==> src/rtl/i2c_reg_pkg.sv <==
package i2c_reg_pkg;
  localparam int unsigned DW = 16;
  localparam int unsigned BW = 8;

  typedef enum logic [2:0] {
    ST_IDLE,
    ST_ADDR,
    ST_ADDR_ACK,
    ST_RX,
    ST_RX_ACK,
    ST_TX,
    ST_TX_ACK
  } state_e;
endpackage

==> src/rtl/i2c_line_sync.sv <==
module i2c_line_sync (
  input  logic clk_i,
  input  logic rst_ni,
  input  logic scl_i,
  input  logic sda_i,
  output logic scl_rise_o,
  output logic scl_fall_o,
  output logic start_o,
  output logic stop_o,
  output logic sda_o
);
  logic [2:0] scl_q, sda_q;

  // bits 0..1 synchronize, bit 2 is the previous level for edge detect
  always_ff @(posedge clk_i or negedge rst_ni) begin
    if (!rst_ni) begin
      scl_q <= 3'b111;
      sda_q <= 3'b111;
    end else begin
      scl_q <= {scl_q[1:0], scl_i};
      sda_q <= {sda_q[1:0], sda_i};
    end
  end

  assign scl_rise_o = scl_q[1] & ~scl_q[2];
  assign scl_fall_o = ~scl_q[1] & scl_q[2];
  assign start_o    = scl_q[1] & scl_q[2] & ~sda_q[1] & sda_q[2];
  assign stop_o     = scl_q[1] & scl_q[2] & sda_q[1] & ~sda_q[2];
  assign sda_o      = sda_q[1];
endmodule

==> src/rtl/i2c_reg_core.sv <==
module i2c_reg_core
  import i2c_reg_pkg::*;
#(
  parameter int unsigned    AW       = 10,
  parameter logic [AW-1:0]  MAX_ADDR = '1,
  parameter logic [6:0]     DEV_ADDR = 7'b0101110
) (
  input  logic          clk_i,
  input  logic          rst_ni,
  input  logic          scl_rise_i,
  input  logic          scl_fall_i,
  input  logic          start_i,
  input  logic          stop_i,
  input  logic          sda_i,
  input  logic [DW-1:0] rdata_i,
  output logic          sda_oe_o,
  output logic [AW-1:0] addr_o,
  output logic          we_o,
  output logic [DW-1:0] wdata_o
);
  localparam int unsigned HW = AW - BW;

  state_e          state_q;
  logic [3:0]      bit_cnt_q;
  logic [BW-1:0]   sr_q, tx_q;
  logic            ack_on_q, rw_q, rd_lo_q, full_q;
  logic [1:0]      byte_idx_q;
  logic [HW-1:0]   ptr_hi_q;
  logic [BW-1:0]   data_hi_q;
  logic [AW-1:0]   ptr_q;
  logic [BW-1:0]   nxt_byte, byte_sel;

  assign nxt_byte = {sr_q[BW-2:0], sda_i};
  assign byte_sel = rd_lo_q ? rdata_i[BW-1:0] : rdata_i[DW-1:BW];
  assign addr_o   = ptr_q;

  always_ff @(posedge clk_i or negedge rst_ni) begin
    if (!rst_ni) begin
      state_q    <= ST_IDLE;
      bit_cnt_q  <= '0;
      sr_q       <= '0;
      tx_q       <= '0;
      ack_on_q   <= 1'b0;
      rw_q       <= 1'b0;
      rd_lo_q    <= 1'b0;
      full_q     <= 1'b0;
      byte_idx_q <= '0;
      ptr_hi_q   <= '0;
      data_hi_q  <= '0;
      ptr_q      <= '0;
      sda_oe_o   <= 1'b0;
      we_o       <= 1'b0;
      wdata_o    <= '0;
    end else begin
      we_o <= 1'b0;
      // pointer step after a register write, saturating at the top
      if (we_o) begin
        if (ptr_q == MAX_ADDR) full_q <= 1'b1;
        else                   ptr_q  <= ptr_q + 1'b1;
      end
      if (stop_i) begin
        state_q  <= ST_IDLE;
        sda_oe_o <= 1'b0;
        ptr_q    <= '0;
        full_q   <= 1'b0;
      end else if (start_i) begin
        state_q    <= ST_ADDR;
        bit_cnt_q  <= '0;
        sda_oe_o   <= 1'b0;
        byte_idx_q <= '0;
      end else begin
        unique case (state_q)
          ST_ADDR: if (scl_rise_i) begin
            sr_q <= nxt_byte;
            if (bit_cnt_q == 4'd7) begin
              bit_cnt_q <= '0;
              if (nxt_byte[BW-1:1] == DEV_ADDR) begin
                rw_q     <= nxt_byte[0];
                rd_lo_q  <= 1'b0;
                ack_on_q <= 1'b0;
                state_q  <= ST_ADDR_ACK;
              end else begin
                state_q <= ST_IDLE;
              end
            end else begin
              bit_cnt_q <= bit_cnt_q + 1'b1;
            end
          end
          ST_ADDR_ACK: if (scl_fall_i) begin
            if (!ack_on_q) begin
              sda_oe_o <= 1'b1;
              ack_on_q <= 1'b1;
            end else if (rw_q) begin
              tx_q      <= byte_sel;
              sda_oe_o  <= ~byte_sel[BW-1];
              bit_cnt_q <= '0;
              state_q   <= ST_TX;
            end else begin
              sda_oe_o  <= 1'b0;
              bit_cnt_q <= '0;
              state_q   <= ST_RX;
            end
          end
          ST_RX: if (scl_rise_i) begin
            sr_q <= nxt_byte;
            if (bit_cnt_q == 4'd7) begin
              bit_cnt_q <= '0;
              ack_on_q  <= 1'b0;
              state_q   <= ST_RX_ACK;
              unique case (byte_idx_q)
                2'd0: begin
                  ptr_hi_q   <= nxt_byte[HW-1:0];
                  byte_idx_q <= 2'd1;
                end
                2'd1: begin
                  ptr_q      <= {ptr_hi_q, nxt_byte};
                  full_q     <= 1'b0;
                  byte_idx_q <= 2'd2;
                end
                2'd2: begin
                  data_hi_q  <= nxt_byte;
                  byte_idx_q <= 2'd3;
                end
                default: begin
                  if (!full_q) begin
                    we_o    <= 1'b1;
                    wdata_o <= {data_hi_q, nxt_byte};
                  end
                  byte_idx_q <= 2'd2;
                end
              endcase
            end else begin
              bit_cnt_q <= bit_cnt_q + 1'b1;
            end
          end
          ST_RX_ACK: if (scl_fall_i) begin
            if (!ack_on_q) begin
              sda_oe_o <= 1'b1;
              ack_on_q <= 1'b1;
            end else begin
              sda_oe_o <= 1'b0;
              state_q  <= ST_RX;
            end
          end
          ST_TX: begin
            if (scl_rise_i) bit_cnt_q <= bit_cnt_q + 1'b1;
            if (scl_fall_i) begin
              if (bit_cnt_q == 4'd8) begin
                sda_oe_o <= 1'b0;
                state_q  <= ST_TX_ACK;
              end else begin
                sda_oe_o <= ~tx_q[BW-2];
                tx_q     <= {tx_q[BW-2:0], 1'b0};
              end
            end
          end
          ST_TX_ACK: begin
            if (scl_rise_i) begin
              if (sda_i) begin
                state_q <= ST_IDLE;  // master NACK
              end else if (rd_lo_q) begin
                rd_lo_q <= 1'b0;
                if (ptr_q != MAX_ADDR) ptr_q <= ptr_q + 1'b1;
              end else begin
                rd_lo_q <= 1'b1;
              end
            end
            if (scl_fall_i) begin
              tx_q      <= byte_sel;
              sda_oe_o  <= ~byte_sel[BW-1];
              bit_cnt_q <= '0;
              state_q   <= ST_TX;
            end
          end
          default: ;
        endcase
      end
    end
  end
endmodule

==> src/rtl/i2c_reg_slave.sv <==
module i2c_reg_slave
  import i2c_reg_pkg::*;
#(
  parameter int unsigned    AW       = 10,
  parameter logic [AW-1:0]  MAX_ADDR = '1,
  parameter logic [6:0]     DEV_ADDR = 7'b0101110
) (
  input  logic          clk_i,
  input  logic          rst_ni,
  input  logic          scl_i,
  input  logic          sda_i,
  output logic          sda_oe_o,
  output logic [AW-1:0] reg_addr_o,
  output logic          reg_we_o,
  output logic [DW-1:0] reg_wdata_o,
  input  logic [DW-1:0] reg_rdata_i
);
  logic scl_rise, scl_fall, start, stop, sda_s;

  i2c_line_sync u_sync (
    .clk_i      (clk_i),
    .rst_ni     (rst_ni),
    .scl_i      (scl_i),
    .sda_i      (sda_i),
    .scl_rise_o (scl_rise),
    .scl_fall_o (scl_fall),
    .start_o    (start),
    .stop_o     (stop),
    .sda_o      (sda_s)
  );

  i2c_reg_core #(
    .AW       (AW),
    .MAX_ADDR (MAX_ADDR),
    .DEV_ADDR (DEV_ADDR)
  ) u_core (
    .clk_i      (clk_i),
    .rst_ni     (rst_ni),
    .scl_rise_i (scl_rise),
    .scl_fall_i (scl_fall),
    .start_i    (start),
    .stop_i     (stop),
    .sda_i      (sda_s),
    .rdata_i    (reg_rdata_i),
    .sda_oe_o   (sda_oe_o),
    .addr_o     (reg_addr_o),
    .we_o       (reg_we_o),
    .wdata_o    (reg_wdata_o)
  );
endmodule

==> config.mk <==
export PLATFORM = sky130hd
export DESIGN_NAME = i2c_reg_slave
export DESIGN_NICKNAME = d
export VERILOG_FILES = /design/src/rtl/i2c_reg_pkg.sv /design/src/rtl/i2c_line_sync.sv /design/src/rtl/i2c_reg_core.sv /design/src/rtl/i2c_reg_slave.sv
export SDC_FILE = /design/constraint.sdc
export NUM_CORES = 1
export LEC_CHECK = 0
export ABC_AREA = 1
export ABC_CLOCK_PERIOD_IN_PS = 5690
export CORE_UTILIZATION = 44
export DETAILED_ROUTE_END_ITERATION = 8
export PLACE_DENSITY = 0.61
export SLEW_MARGIN = 20
export SYNTH_ARGS = -nofsm -noshare
export SYNTH_HDL_FRONTEND = slang
export SYNTH_SLANG_ARGS = --single-unit
==> constraint.sdc <==
create_clock -name clk_i -period 5.69 [get_ports clk_i]
set_input_delay 1.4225 -clock clk_i [delete_from_list [all_inputs] [get_ports clk_i]]
set_output_delay 1.4225 -clock clk_i [all_outputs]
set_load 0.02 [all_outputs]
======== Yosys cells after proc, flatten, opt, wreduce, memory -nomap -nowiden ========
Cells that the tools add are included.
word-level totals
  flip-flop bits (word level) ............. 71
  bits in latches ......................... 0
  bits in writable memories ............... 0
  bits in read-only memories .............. 0
  input port bits ......................... 20
  output and inout port bits .............. 28
  word-level logic and storage cells ...... 194
  memories ................................ 0
cells by class
  add/subtract/negate cells ............... 2
  multiply operators ...................... 0
  div/mod/pow operators ................... 0
  $lt $le $gt $ge ......................... 0
  equal/unequal tests ..................... 45
  shift operators ......................... 0
  mux-type cells .......................... 88
  bitwise operators ....................... 17
  reduce and logical (&&, ||, !) cells .... 25
operators with widths
  kind                     number
  $mux W10                 11
  $mux W3                  16
  $mux W7                  6
  $mux W1                  34
  $mux W4                  7
  $ne A4 B4 Y1 const B     6
  $pmux W7 S3              1
  $ne A4 B3 Y1 const B     5
  $pmux W10 S2             1
  $pmux W3 S6              1
  $reduce_and A6 Y1        3
  $reduce_and A9 Y1        2
  $ne A2 B2 Y1 const B     8
  $pmux W4 S4              1
  $reduce_and A7 Y1        2
  $reduce_and A13 Y1       1
  $ne A2 B1 Y1 const B     6
  $add A10 B1 Y10 const B  1
  $eq A10 B10 Y1 const B   1
  $mux W2                  5
  $ne A10 B10 Y1 const B   1
  $ne A5 B5 Y1 const B     2
  $not A1 Y1               10
  $eq A3 B3 Y1 const B     3
  28 further kinds         43

======== Depth between registers and ports, before layout ========
Gate-level depths: netlist (run 1).
  word-level depth ........................ 10
  mapped depth ............................ 13

======== Modules after synthesis ========
A second synthesis (run 1) with hierarchy kept.
unflattened totals
  cells, all modules ...................... 557
  area total of the unflattened synthesis .. 4135.2 um2
modules (own cells, without submodules)
  module         instances  cells an instance  area each (um2)  seq. area each (um2)
  i2c_reg_core   1          540                3936.3           1626.6
  i2c_line_sync  1          17                 198.9            157.7

======== Least setup slack after synthesis (run 1) ========
No wires, ideal clock.
  kind .................................... in2reg
  start ................................... input reg_rdata_i[7]
  end ..................................... register u_core.sda_oe_o
  library setup time ...................... 0.083 ns
  arrival ................................. 1.889 ns
  required time ........................... 5.607 ns
  path slack .............................. 3.719 ns
  cell stages on the path ................. 5
  path buffers ............................ 0
  cell sequence ........................... mux2i_1 nand2_1 a31oi_1 nand3_1 o21ai_0
between the ends
  cells in the longest elaborated chain, start to end .. 8
  elaborated cells on any way between the ends .. 9
  classes of those cells .................. mux (8); bitwise (1)
ends and longest elaborated chain
  item                  RTL line                                 text
  from (decl)           i2c_reg_slave.sv:16                      input logic [DW-1:0] reg_rdata_i
  $mux W8 *             i2c_reg_core.sv:34                       assign byte_sel = rd_lo_q ? rdata_i[BW-1:0] : rdata_i[DW-1:BW];
  $not A1 Y1 *          i2c_reg_core.sv:95, i2c_reg_core.sv:170
  $mux W1               i2c_reg_core.sv:93                       end else if (rw_q) begin
  $mux W1               i2c_reg_core.sv:90                       if (!ack_on_q) begin
  $mux W1               i2c_reg_core.sv:89                       ST_ADDR_ACK: if (scl_fall_i) begin
  $pmux W1 S4 *         i2c_reg_core.sv:72                       unique case (state_q)
  $mux W1 *             i2c_reg_core.sv:66                       end else if (start_i) begin
  $mux W1 *             i2c_reg_core.sv:61                       if (stop_i) begin
  to (signal assigned)  i2c_reg_core.sv:95                       sda_oe_o <= ~byte_sel[BW-1];
  to (signal assigned)  i2c_reg_core.sv:152                      sda_oe_o <= ~tx_q[BW-2];
  to (signal assigned)  i2c_reg_core.sv:170                      sda_oe_o <= ~byte_sel[BW-1];
  to (decl)             i2c_reg_core.sv:16                       output logic sda_oe_o,
Every way passes the cells marked *; elsewhere a longest branch is shown, timed or not. The select of a mux whose other input is x is not followed.
A chain may end at the register's enable or synchronous reset.

======== Final worst setup path (run 1) ========
  start ................................... register u_core.we_o
  end ..................................... output reg_we_o
RTL lines
  item                    RTL line             text
  from (decl)             i2c_reg_core.sv:18   output logic we_o,
  from (signal assigned)  i2c_reg_core.sv:52   we_o <= 1'b0;
  from (signal assigned)  i2c_reg_core.sv:55   we_o <= 1'b0;
  from (signal assigned)  i2c_reg_core.sv:126  we_o <= 1'b1;
  to (decl)               i2c_reg_slave.sv:14  output logic reg_we_o,
No word-level cell between the ends.

==> results of run 1 <==
[cells in the mapped netlist (5+ instances only)]
| library cell | number |
|---|---|
| nand3_1 | 42 |
| o21ai_0 | 58 |
| nand2_1 | 139 |
| mux2i_1 | 18 |
| dfrtp_1 | 65 |
| a21oi_1 | 14 |
| clkbuf_1 | 5 |
| nor3_1 | 6 |
| inv_1 | 82 |
| nor2_1 | 58 |
| dfstp_2 | 6 |
| xor2_1 | 5 |
| o211ai_1 | 5 |
| nand4_1 | 7 |
[stage by stage]
step | hold WS [ps] | power [µW]
2_1_floorplan | 345 | 629
6_report | 342 | 1090
3_3_place_gp | 346 | 677
4_1_cts | 346 | 1100
3_5_place_dp | 348 | 679
5_1_grt | 343 | 1140
[metal layers]
layer | routed length (µm) | vias to the layer above
met2 | 4290 | 53
met4 | 129 | 0
li1 | - | 1881
met3 | 297 | 9
met5 | 0 | -
met1 | 5050 | 1692
[flip-flops by register name, indices dropped and copies added (netlist names), 2 cells and up]
name / count
u_core.wdata_o: 16
u_core.addr_o: 10
u_core.data_hi_q: 8
u_core.sr_q: 7
u_core.tx_q: 7
u_core.bit_cnt_q: 4
u_core.state_q: 3
u_sync.scl_q: 3
u_sync.sda_q: 3
u_core.byte_idx_q: 2
u_core.ptr_hi_q: 2
[worst register-to-register path, stage by stage, from the launching register on]
cell and delay, ps:
dfrtp_1 410, ha_1 210, nand3_1 90, nor2_1 210
nand3_1 600, o21ai_0 450, clkinv_1 110, nand2_1 80
nand3_1 80, nand2_1 60, inv_1 40
[final timing paths]
kind	slack, ps	start	to	cells after the start
max in group asynchronous	3850	rst_ni	u_core.we_o	2
min in group asynchronous	1060	rst_ni	u_core.wdata_o[6]	1
setup reg to reg	3290	u_core.bit_cnt_q[0]	u_core.addr_o[6]	10
hold / removal	340	u_sync.sda_q[0]	u_sync.sda_q[1]	0
hold reg to reg	340	u_sync.sda_q[0]	u_sync.sda_q[1]	0
setup / recovery	2820	u_core.we_o	reg_we_o	1
[cell type report]
cell class | count | area (µm²) | share of cell area [%]
tap | 108 | 135 | 2.79
inverter | 88 | 330 | 6.82
sequential | 71 | 1780 | 36.8
clock inverter | 7 | 77.6 | 1.60
multi-input combinational | 385 | 1900 | 39.3
timing repair buffer | 50 | 490 | 10.1
clock buffer | 9 | 124 | 2.56
[power groups by stage]
stage	Combinational, µW	Clock [µW]	Sequential (µW)
3_3_place_gp	126	0	552
2_1_floorplan	88.1	0	541
5_1_grt	146	450	545
6_report	127	420	542
4_1_cts	129	430	542
3_5_place_dp	127	0	552
[logic make-up after synthesis]
kind of cell,synth area share (%)
and+or+nand+nor,27.8
buffers and inverters,9.97
AOI/OAI and AO/OA,12.0
DFF,43.6
muxes,4.68
xor gates and xnor gates,1.07
adders and majority gates,0.917
==> metrics.txt, run 1 <==
total negative slack=0 ps; worst min-delay path class=reg2reg; layout cell share with drive strength beyond 1=7.21%; fin crit period=2870 ps; Post-DP Area=4640 µm²; initial antenna violation count=0; Slew Limit Headroom=48.3%; CP delay by family, top=buffers and inverters; RSZ-0062 raised after global routing=no; dpl hpwl=7200 µm; largest net degree at the start of global routing=48; drt pass-1 iters=6; cell type with the largest total area after synthesis=dfrtp_1; Tcrit/Tclk final=50.5%; Setup WS post-layout=2820 ps; number of buffers created by CTS=9; Die X-Extent=98.4 µm; Max Cap Violations=0; initial drt markers=182; met2 GRT Util=33.0%; synthesized net count=579; Die Ht=98.4 µm; Boundary Pins=48; CTS Buffer Depth=2; DP Cell Count=702; YS warnings=0; max-slew violation count=0; Net Sw Frac=28.7%; final core utilization=54.7%; Flop pwr share=49.8%; starting density of the core=46.3%; hold_buf cts=0; syn avg cell area=7.36 µm²; CP max stage delay=640 ps; CP Buf/Inv Count=1; Crit Path Class=reg2out; clock share of power=38.5%; RePlAce Congestion=0.911; most frequent cells in the layout=nand2_1 (139), inv_1 (82), dfrtp_1 (65); fin area=4840 µm²; Post-CTS Setup Inserts=0; number of flops mapped to enable cells by yosys=0; core area=8850 µm²; Final nets=628; Synth cell types=36; Mapped Area=4090 µm²; Port Buffers=47; Seq/Total Area, Yosys=43.6%; combinational share of power=11.7%; DIE AREA=9690 µm²; GR Util met3=3.26%; final WL=9760 µm; P_int=776 µW; asr flop ratio synth=100%; routed via count=3635; final hold violations=0; Setup Viol. Count Final=0; Final ANT Viol Nets=0; Routed wire per std cell=13.6 µm; run status=finished clean; antenna cells=0; GRT Residual Overflow=0; commonest non-fill, non-tap cell in the layout=nand2_1; vias per inst=5.06; Post-CTS Resized=0; crit path capture type=primary output; # fillers=889; Slowest-stage cell, CP=clkdlybuf4s50_1; CP startpoint kind=register; global-route wire length before repair=16400 µm; Most Used Layer, Global Route=met2; Synth Flop Type=dfrtp_1; skew final=13.8 ps; power per cell area=225 nW/µm²; # DRC=0; Max Freq=0.348 GHz; Clock transition at path regs=90 ps; H-tree depth=3; Site Rows=34; Max VDD drop=0.116 mV; Clk Latency, worst-skew pair=360 ps; synth top area cells=dfrtp_1 (40%), nand2_1 (13%), inv_1 (7.5%), o21ai_0 (7.1%), nor2_1 (5.3%); Critical Path, Cell by Cell=clkdlybuf4s50_1; sw power=312 µW; Cell Count, Final, Fillers Out=718; Post-Synthesis Cells=556; TritonCTS clock tree=yes; area growth from synthesis to final layout=18.3%; LEAKAGE=0.00253 µW; Root Buffer=clkbuf_8; met1 GRT Util=30.6%; Place WS=3040 ps; worst-path fanout max=6; CP arrival=1450 ps; number of global-route vias before repair=3420; clock sink count=71; flops & latches, synth=71; worst-margin pin slew=774 ps; worst path required time=4270 ps; GRT Util Overall=21.3%; top-area cell type share of the netlist area=39.7%
Note: power is estimated with default switching activity, not from simulation.
==> run 2: changes to the inputs <==
- ABC_CLOCK_PERIOD_IN_PS: 5690 -> 2460
- PLACE_DENSITY: 0.61 -> 0.64
- clock period: 5.69 -> 2.46 ns (I/O delays scaled with it)
==> metrics.txt, run 2 (synthesized netlist as in run 1, its figures left out) <==
run status=complete, but fails checks (was finished clean); violated checks=design-rule violations; worst path required time=2720 ps (was 4270 ps); RePlAce Congestion=0.904 (was 0.911); final WL=9800 µm (was 9760 µm); layout cell share with drive strength beyond 1=8.43% (was 7.21%); LEAKAGE=0.00256 µW (was 0.00253 µW); dpl hpwl=7110 µm (was 7200 µm); fin crit period=2190 ps; Post-CTS Setup Inserts=0 (unchanged); power per cell area=503 nW/µm² (was 225 nW/µm²); final core utilization=55.4% (was 54.7%); Met3 Wirelength=491 µm (was 297 µm); Die X-Extent=98.4 µm (unchanged); Slowest-stage cell, CP=dfrtp_1 (was clkdlybuf4s50_1); Flop pwr share=50.9% (was 49.8%); routed via count=3771 (was 3635); DP Cell Count=709 (was 702); Tcrit/Tclk final=89.1%; wire length on met2=4510 µm (was 4290 µm); Max VDD drop=0.334 mV (was 0.116 mV); worst-path fanout max=9 (was 6); Net Sw Frac=29.6% (was 28.7%); Crit Path Class=reg2reg (was reg2out); hold_buf cts=0 (unchanged); most frequent cells in the layout=nand2_1 (138), inv_1 (82), dfrtp_1 (65) (was nand2_1 (139), inv_1 (82), dfrtp_1 (65)); starting density of the core=46.3% (unchanged); combinational share of power=12.5% (was 11.7%); number of buffers created by CTS=9 (unchanged); total negative slack=0 ps (unchanged); RSZ-0062 raised after global routing=no (unchanged); global-route wire length before repair=16900 µm (was 16400 µm); worst min-delay path class=in2async (was reg2reg); CTS Buffer Depth=2 (unchanged); CP startpoint kind=register (unchanged); TritonCTS clock tree=yes (unchanged); final hold violations=0 (unchanged); Port Buffers=47 (unchanged); Final ANT Viol Nets=0 (unchanged); clock share of power=36.6% (was 38.5%); core area=8850 µm² (unchanged); Final nets=635 (was 628); Setup Viol. Count Final=0 (unchanged); Critical Path, Cell by Cell=ha_1 -> nand2_1 -> nor2_1 -> nand3_2 -> nand2_2 -> inv_2 -> nand2_1 -> nand2_1 -> o21bai_1 -> nand2_1 -> nand2_1 -> inv_1 (was clkdlybuf4s50_1); drt pass-1 iters=9 (was 6); sw power=729 µW (was 312 µW); number of global-route vias before repair=3561 (was 3420); max-slew violation count=0 (unchanged); Clock transition at path regs=90 ps (about the same); Clk Latency, worst-skew pair=360 ps (about the same); DIE AREA=9690 µm² (unchanged); initial drt markers=152 (was 182); Root Buffer=clkbuf_8 (unchanged); Max Cap Violations=0 (unchanged); CP arrival=2450 ps (was 1450 ps); Max Freq=0.456 GHz; P_int=1740 µW (was 776 µW); initial antenna violation count=0 (unchanged); Slew Limit Headroom=71.4% (was 48.3%); GRT Util Overall=21.8% (was 21.3%); Site Rows=34 (unchanged); CP Buf/Inv Count=2 (was 1); Post-CTS Resized=0 (unchanged); worst-margin pin slew=429 ps (was 774 ps); DR top layer=met4 (unchanged); antenna cells=0 (unchanged); Cell Count, Final, Fillers Out=725 (was 718); GRT Residual Overflow=0 (unchanged); largest net degree at the start of global routing=52 (was 48); vias per inst=5.20 (was 5.06); clock sink count=71 (unchanged); CP max stage delay=450 ps (was 640 ps); CP delay by family, top=simple AND/OR/NAND/NOR gates (was buffers and inverters); H-tree depth=3 (unchanged); # DRC=2 (was 0); max reg flops=16 (unchanged); Routed wire per std cell=13.5 µm (was 13.6 µm); Boundary Pins=48 (unchanged); skew final=14.9 ps (was 13.8 ps); crit path capture type=register (was primary output); total power=2460 µW (was 1090 µW); crit-path most repeated cell=nand2_1; commonest non-fill, non-tap cell in the layout=nand2_1 (unchanged); largest reg by FF count=u_core.wdata_o (unchanged); wire length on met1=4680 µm (was 5050 µm); Die Ht=98.4 µm (unchanged); area growth from synthesis to final layout=19.8% (was 18.3%)
[run 2: power by group through the flow]
| stage | logic (µW) | clock network (µW) | registers (µW) |
|---|---|---|---|
| finish | 307 | 903 | 1250 |
| global route | 356 | 970 | 1260 |
| CTS | 309 | 921 | 1250 |
| detailed placement | 308 | 0 | 1280 |
| global placement | 305 | 0 | 1280 |
| floorplan | 204 | 0 | 1250 |
[run 2: cell type report]
| type | count | area (µm²) |
|---|---|---|
| Inverter | 88 | 330 |
| Timing Repair Buffer | 57 | 566 |
| Tap cell | 108 | 135 |
| Sequential cell | 71 | 1780 |
| Clock buffer | 10 | 138 |
| Clock inverter | 6 | 47.5 |
| Fill cell | 845 | 3950 |
| Multi-Input combinational cell | 385 | 1900 |
[run 2: routing by layer]
layer,vias up,track usage (%)
li1,1893,-
met1,1760,29.7
met2,108,35.3
met3,10,4.54
met4,0,6.43
met5,-,0
[run 2: through the flow]
step	worst slack (ps)	area [µm²]	hold slack, ps
finish	268	4900	243
global route	27.2	4900	268
CTS	194	4900	252
detailed placement	232	4720	348
global placement	326	4720	345
floorplan	546	4090	319
[run 2: path summary, 6_finish.rpt]
check                                 start               end  slack, ps  depth (start not counted)
min in group clk_i          u_sync.scl_q[0]   u_sync.scl_q[1]        360                          0
max reg2reg                u_core.addr_o[0]  u_core.addr_o[1]        270                         12
min                                  rst_ni  u_core.addr_o[6]        240                          2
min reg2reg                 u_sync.scl_q[0]   u_sync.scl_q[1]        360                          0
max                        u_core.addr_o[0]  u_core.addr_o[1]        270                         12
max in group asynchronous            rst_ni   u_sync.sda_q[2]       1910                          2
==> run 3: changes to the inputs <==
- SLEW_MARGIN: 20 -> 0
==> results of run 3 <==
No change in the layout: final DEF, timing and power equal those of run 2.
